<file path="src/rtl/prom_pkg.sv">
package prom_pkg;
  // Strobes from the control to the datapath for one clock edge.
  typedef struct packed {
    logic wrEn;     // AND dataIn into the byte at addr
    logic loadOut;  // capture the read byte into the output register
    logic eraseAll; // set every stored bit to one
  } promStrobes_t;
endpackage

</file>
<file path="src/rtl/prom_ctrl.sv">
module prom_ctrl
  import prom_pkg::*;
#(
  parameter int ADDR_W    = 8,
  parameter int ACC_CYC   = 4,
  parameter int OE_CYC    = 2,
  parameter int FLOAT_CYC = 2,
  parameter int PULSE_MAX = 4
) (
  input  logic              clk,
  input  logic              rstN,
  input  logic              chipEnN,
  input  logic              outEnN,
  input  logic              progVolt,
  input  logic              vccProg,
  input  logic              eraseIn,
  input  logic [ADDR_W-1:0] addr,
  output promStrobes_t      stb,
  output logic              dataValid,
  output logic              dataOutEn,
  output logic              progError
);
  localparam int ACC_W = $clog2(ACC_CYC + 2);
  localparam int OE_W  = $clog2(OE_CYC + 2);
  localparam int FL_W  = $clog2(FLOAT_CYC + 2);
  localparam int PL_W  = $clog2(PULSE_MAX + 2);
  localparam logic [ACC_W-1:0] ACC_LIM  = ACC_W'(ACC_CYC);
  localparam logic [OE_W-1:0]  OE_LIM   = OE_W'(OE_CYC);
  localparam logic [FL_W-1:0]  FL_LIM   = FL_W'(FLOAT_CYC);
  localparam logic [PL_W-1:0]  PL_LIM   = PL_W'(PULSE_MAX);

  logic              ceQ, oeQ;
  logic [ADDR_W-1:0] addrQ;
  logic [ACC_W-1:0]  accCnt, accNext;
  logic [OE_W-1:0]   oeCnt, oeNext;
  logic [FL_W-1:0]   holdCnt, holdNext;
  logic [PL_W-1:0]   pulseCnt, pulseNext;
  logic              readReq, progArm, validNext, errNext, ceFall;

  assign readReq = !chipEnN && !outEnN && !progVolt;
  assign progArm = progVolt && vccProg;
  assign ceFall  = !chipEnN && ceQ;

  always_comb begin
    // cycles since the address or chip enable last changed
    if (chipEnN)                   accNext = '0;
    else if (ceQ || addr != addrQ) accNext = ACC_W'(1);
    else if (accCnt < ACC_LIM)     accNext = accCnt + 1'b1;
    else                           accNext = accCnt;
    // cycles since output enable fell
    if (outEnN)                    oeNext = '0;
    else if (oeQ)                  oeNext = OE_W'(1);
    else if (oeCnt < OE_LIM)       oeNext = oeCnt + 1'b1;
    else                           oeNext = oeCnt;
    validNext = readReq && (accNext >= ACC_LIM) && (oeNext >= OE_LIM);
    // bus hold time after read mode ends
    if (readReq)                   holdNext = FL_LIM;
    else if (holdCnt != '0)        holdNext = holdCnt - 1'b1;
    else                           holdNext = '0;
    // length of the current program pulse, saturating one past the limit
    if (!(progArm && !chipEnN))    pulseNext = '0;
    else if (pulseCnt > PL_LIM)    pulseNext = pulseCnt;
    else                           pulseNext = pulseCnt + 1'b1;
    if (pulseNext > PL_LIM)        errNext = 1'b1;
    else if (progArm && ceFall)    errNext = 1'b0;
    else                           errNext = progError;
  end

  always_comb begin
    stb.wrEn     = progArm && chipEnN && !ceQ &&
                   (pulseCnt != '0) && (pulseCnt <= PL_LIM);
    stb.loadOut  = validNext;
    stb.eraseAll = eraseIn;
  end

  always_ff @(posedge clk or negedge rstN) begin
    if (!rstN) begin
      ceQ       <= 1'b1;
      oeQ       <= 1'b1;
      addrQ     <= '0;
      accCnt    <= '0;
      oeCnt     <= '0;
      holdCnt   <= '0;
      pulseCnt  <= '0;
      dataValid <= 1'b0;
      dataOutEn <= 1'b0;
      progError <= 1'b0;
    end else begin
      ceQ       <= chipEnN;
      oeQ       <= outEnN;
      addrQ     <= addr;
      accCnt    <= accNext;
      oeCnt     <= oeNext;
      holdCnt   <= holdNext;
      pulseCnt  <= pulseNext;
      dataValid <= validNext;
      dataOutEn <= readReq || (holdCnt != '0);
      progError <= errNext;
    end
  end

  assert_standby_quiet_R4: assert property (@(posedge clk) disable iff (!rstN)
    chipEnN |=> !dataValid);
  assert_outdis_quiet_R5: assert property (@(posedge clk) disable iff (!rstN)
    (!chipEnN && outEnN) |=> !dataValid);
  assert_inhibit_quiet_R7: assert property (@(posedge clk) disable iff (!rstN)
    progVolt |=> !dataValid);
  assert_valid_on_bus_R3: assert property (@(posedge clk) disable iff (!rstN)
    dataValid |-> dataOutEn);
  assert_no_write_in_error_R12: assert property (@(posedge clk) disable iff (!rstN)
    stb.wrEn |-> !progError);
endmodule

</file>
<file path="config.mk">
export PLATFORM = sky130hd
export DESIGN_NAME = prom_ctrl
export DESIGN_NICKNAME = d
export VERILOG_FILES = /design/src/rtl/prom_pkg.sv /design/src/rtl/prom_ctrl.sv
export SDC_FILE = /design/constraint.sdc
export NUM_CORES = 1
export LEC_CHECK = 0
export BUFFER_PORTS_ARGS = -buffer_cell sky130_fd_sc_hd__buf_2
export CAP_MARGIN = 10
export CORE_MARGIN = 5
export CORE_UTILIZATION = 25
export DETAILED_ROUTE_END_ITERATION = 7
export GPL_TIMING_DRIVEN = 1
export PLACE_DENSITY = 0.55
export SYNTH_ARGS = -nofsm -noshare
export SYNTH_HDL_FRONTEND = slang
export SYNTH_SLANG_ARGS = --single-unit
</file>
<file path="constraint.sdc">
create_clock -name clk -period 3.2 [get_ports clk]
set_clock_uncertainty 0.2 [all_clocks]
set_input_delay 0.32 -clock clk [delete_from_list [all_inputs] [get_ports clk]]
set_output_delay 0.32 -clock clk [all_outputs]
set_load 0.02 [all_outputs]
</file>
==> impl_metrics.ini <==
[run_status]
outcome = completed

[drt]
drt_iter0_drc = 17
dr_total_vias = 662
met3_length_um = 109
totalWireLength_mm = 1.67
wl_met1_um = 759
drc_errors = 0
drt-wirelength-per-cell_um = 10.5
wl_met2_um = 772
firstDrtPassIters = 5
ant_nets = 0
vias_per_cell = 4.16
highest_layer = met4

[sta]
worst_pin_slew_ns = 0.499
hold_violations = 0
drv_slew = 0
rsz0062_at_grt = no
slew_headroom = 0.667
fmax_mhz = 410
tns_ns = 0
final-setup-viol-count = 0
setup_slack_ns = 0.760
period_share = 0.762
period_minus_slack_ns = 2.44

[yosys]
ys_ff_latch = 23
yosys_warnings = 0
syn_nets = 100
ys_seq_area_frac = 0.598
syn_area_per_cell_um2 = 11.9
ys_types = 28
synthCells = 81
netlist_area_um2 = 966

[cells_and_area]
drive_gt1_frac = 0.216
diodes = 0
area_growth_pct = 29.1
nNetsFinal = 131
layout_common_cells = dfrtp_1, buf_2, dlygate4sd3_1
layout_commonest_cell = dfrtp_1
final_util = 0.336
instances_no_fill = 159

[clocking]
path_clk_slew_ns = 0.08
cts_root_buffer = clkbuf_8
cts.sinks = 23
cts_tree = done
cts_setup_buffers = 0
cts.htree.levels = 1
clockBufferDepth = 2
worstSkewPairLatency_ns = 0.26
cts_resized = 0
numCtsBuffers = 3

[min_path]
min_path_type = in -> reg
whs_endpoint = ceQ
worstHoldStart = chipEnN
hold_depth = 1

[global_route]
grt_antenna_before_repair = 0
grt_max_degree = 24
grt_pass1_wl_mm = 2.92
grt_pass1_vias = 694
grt_overflow = 0
grt.total_usage = 0.0710

[floorplan]
die_y_um = 72.2
core_area_um2 = 3720
pin_count = 21
fp-row-count = 22
start_util = 0.260
die_w_um = 72.2
die_area_um2 = 5210

[critical_path]
slowest_stage = dlygate4sd3_1
reg2reg_slack_ns = 1.39
path_class = in -> out
r2r-end = progError
critPathMaxStageDelay_ns = 0.54
worst-r2r-cell-count = 6
crit_family = buffers and inverters
cp_cell_sequence = dlygate4sd3_1 -> buf_2 -> xor2_1 -> nor3_1 -> and4_1 -> and3_1 -> buf_2
worstSetupEndpointType = output pin
crit_required_ns = 2.68
crit_arrival_ns = 1.92
cpMostUsedCell = buf_2
path_buf_inv = 3
critPathMaxFanout = 2
startpoint_type = input pin
r2r_start = pulseCnt[0]

[power_and_ir_drop]
p_per_area_nw_per_um2 = 431
peakVddDrop_uv = 171
finalPower_mw = 0.537
leakagePower_nw = 0.602

[placed_design]
place_inst = 145
dp_hpwl_mm = 1.26
pre_cts_ws_ns = 1.28
place_congestion = 0.689
port_buffers = 18

[flow_run]
max_cap_viol_count = 0
==> report_power, final <==
part           switching (mW)  internal [mW]  total (mW)
Sequential            0.00585          0.303       0.309
Clock                  0.0875         0.0867       0.174
Combinational          0.0270         0.0269      0.0539
Total                   0.120          0.417       0.537
==> kinds of logic after synthesis <==
family / Yosys count / share of synthesized area
muxes: 2 / 0.0207
adders and majority gates: 4 / 0.0518
buffers and inverters: 8 / 0.0389
and+or+nand+nor: 26 / 0.148
xor gates and xnor gates: 10 / 0.0907
AOI/OAI and AO/OA: 8 / 0.0518
DFF: 23 / 0.598
==> layout make-up <==
| type | count | area (um^2) |
|---|---|---|
| clock buffer | 3 | 41.3 |
| timing repair buffer | 28 | 190 |
| clock inverter | 1 | 5.00 |
| fill | 385 | 2470 |
| inverter | 6 | 22.5 |
| sequential | 23 | 578 |
| multi-input combinational | 50 | 350 |
| tap | 48 | 60.1 |
==> worst max path at each step <==
stage / from / to / cells past startpoint
2_1_floorplan: addrQ[1] / stb[1] / 5
3_3_place_gp: addr[1] / stb[1] / 6
3_5_place_dp: addr[5] / stb[1] / 6
4_1_cts: addr[5] / stb[1] / 7
5_1_grt: addr[5] / stb[1] / 7
6_report: addr[1] / stb[1] / 7
==> repair_timing <==
item                                    CTS  global route
endpoints found under the hold margin    30             0
endpoints found under the setup margin    0             0
hold buffers                             10             0
==> synthesized netlist by cell type <==
| library cell | number | share of area |
|---|---|---|
| nor3b_1 | 1 | 0.0078 |
| a211oi_1 | 1 | 0.0078 |
| nor2b_1 | 1 | 0.0065 |
| dfrtp_1 | 21 | 0.54 |
| nor3_1 | 7 | 0.036 |
| nand4_1 | 1 | 0.0065 |
| nand3_1 | 1 | 0.0052 |
| a21o_1 | 1 | 0.0078 |
| nand4b_1 | 1 | 0.0091 |
| a22o_1 | 1 | 0.0091 |
| ha_1 | 4 | 0.052 |
| xnor2_1 | 1 | 0.0091 |
| or3_1 | 1 | 0.0065 |
| nand2b_1 | 1 | 0.0065 |
| and3b_1 | 1 | 0.0091 |
| nor2_1 | 6 | 0.023 |
| buf_4 | 2 | 0.016 |
| o21ai_0 | 1 | 0.0052 |
| inv_1 | 6 | 0.023 |
| a31oi_1 | 1 | 0.0065 |
| mux2i_1 | 2 | 0.021 |
| nand3b_1 | 1 | 0.0078 |
| a21oi_1 | 3 | 0.016 |
| dfstp_2 | 2 | 0.054 |
| and4_1 | 1 | 0.0091 |
| nand2_1 | 2 | 0.0078 |
| xor2_1 | 9 | 0.082 |
| and3_1 | 1 | 0.0065 |
==> state kept, by name, summed over array words and instances, names as in the netlist <==
name       cells
oeCnt          2
oeQ            1
pulseCnt       3
addrQ          8
progError      1
accCnt         3
dataValid      1
ceQ            1
dataOutEn      1
holdCnt        2
==> through the flow <==
stage | instance area [um^2] | hold slack, ns
CTS | 1250 | 0.0154
floorplan | 966 | -0.176
global placement | 1100 | 0.110
finish | 1250 | 0.0220
global route | 1250 | 0.0183
detailed placement | 1100 | 0.124
==> metal layers <==
metal  vias up  GRT usage
li1        334          -
met1       307     0.0853
met2        19      0.115
met3         2     0.0235
met4         0     0.0313
met5         -          0
(Power assumes the default switching activity.)
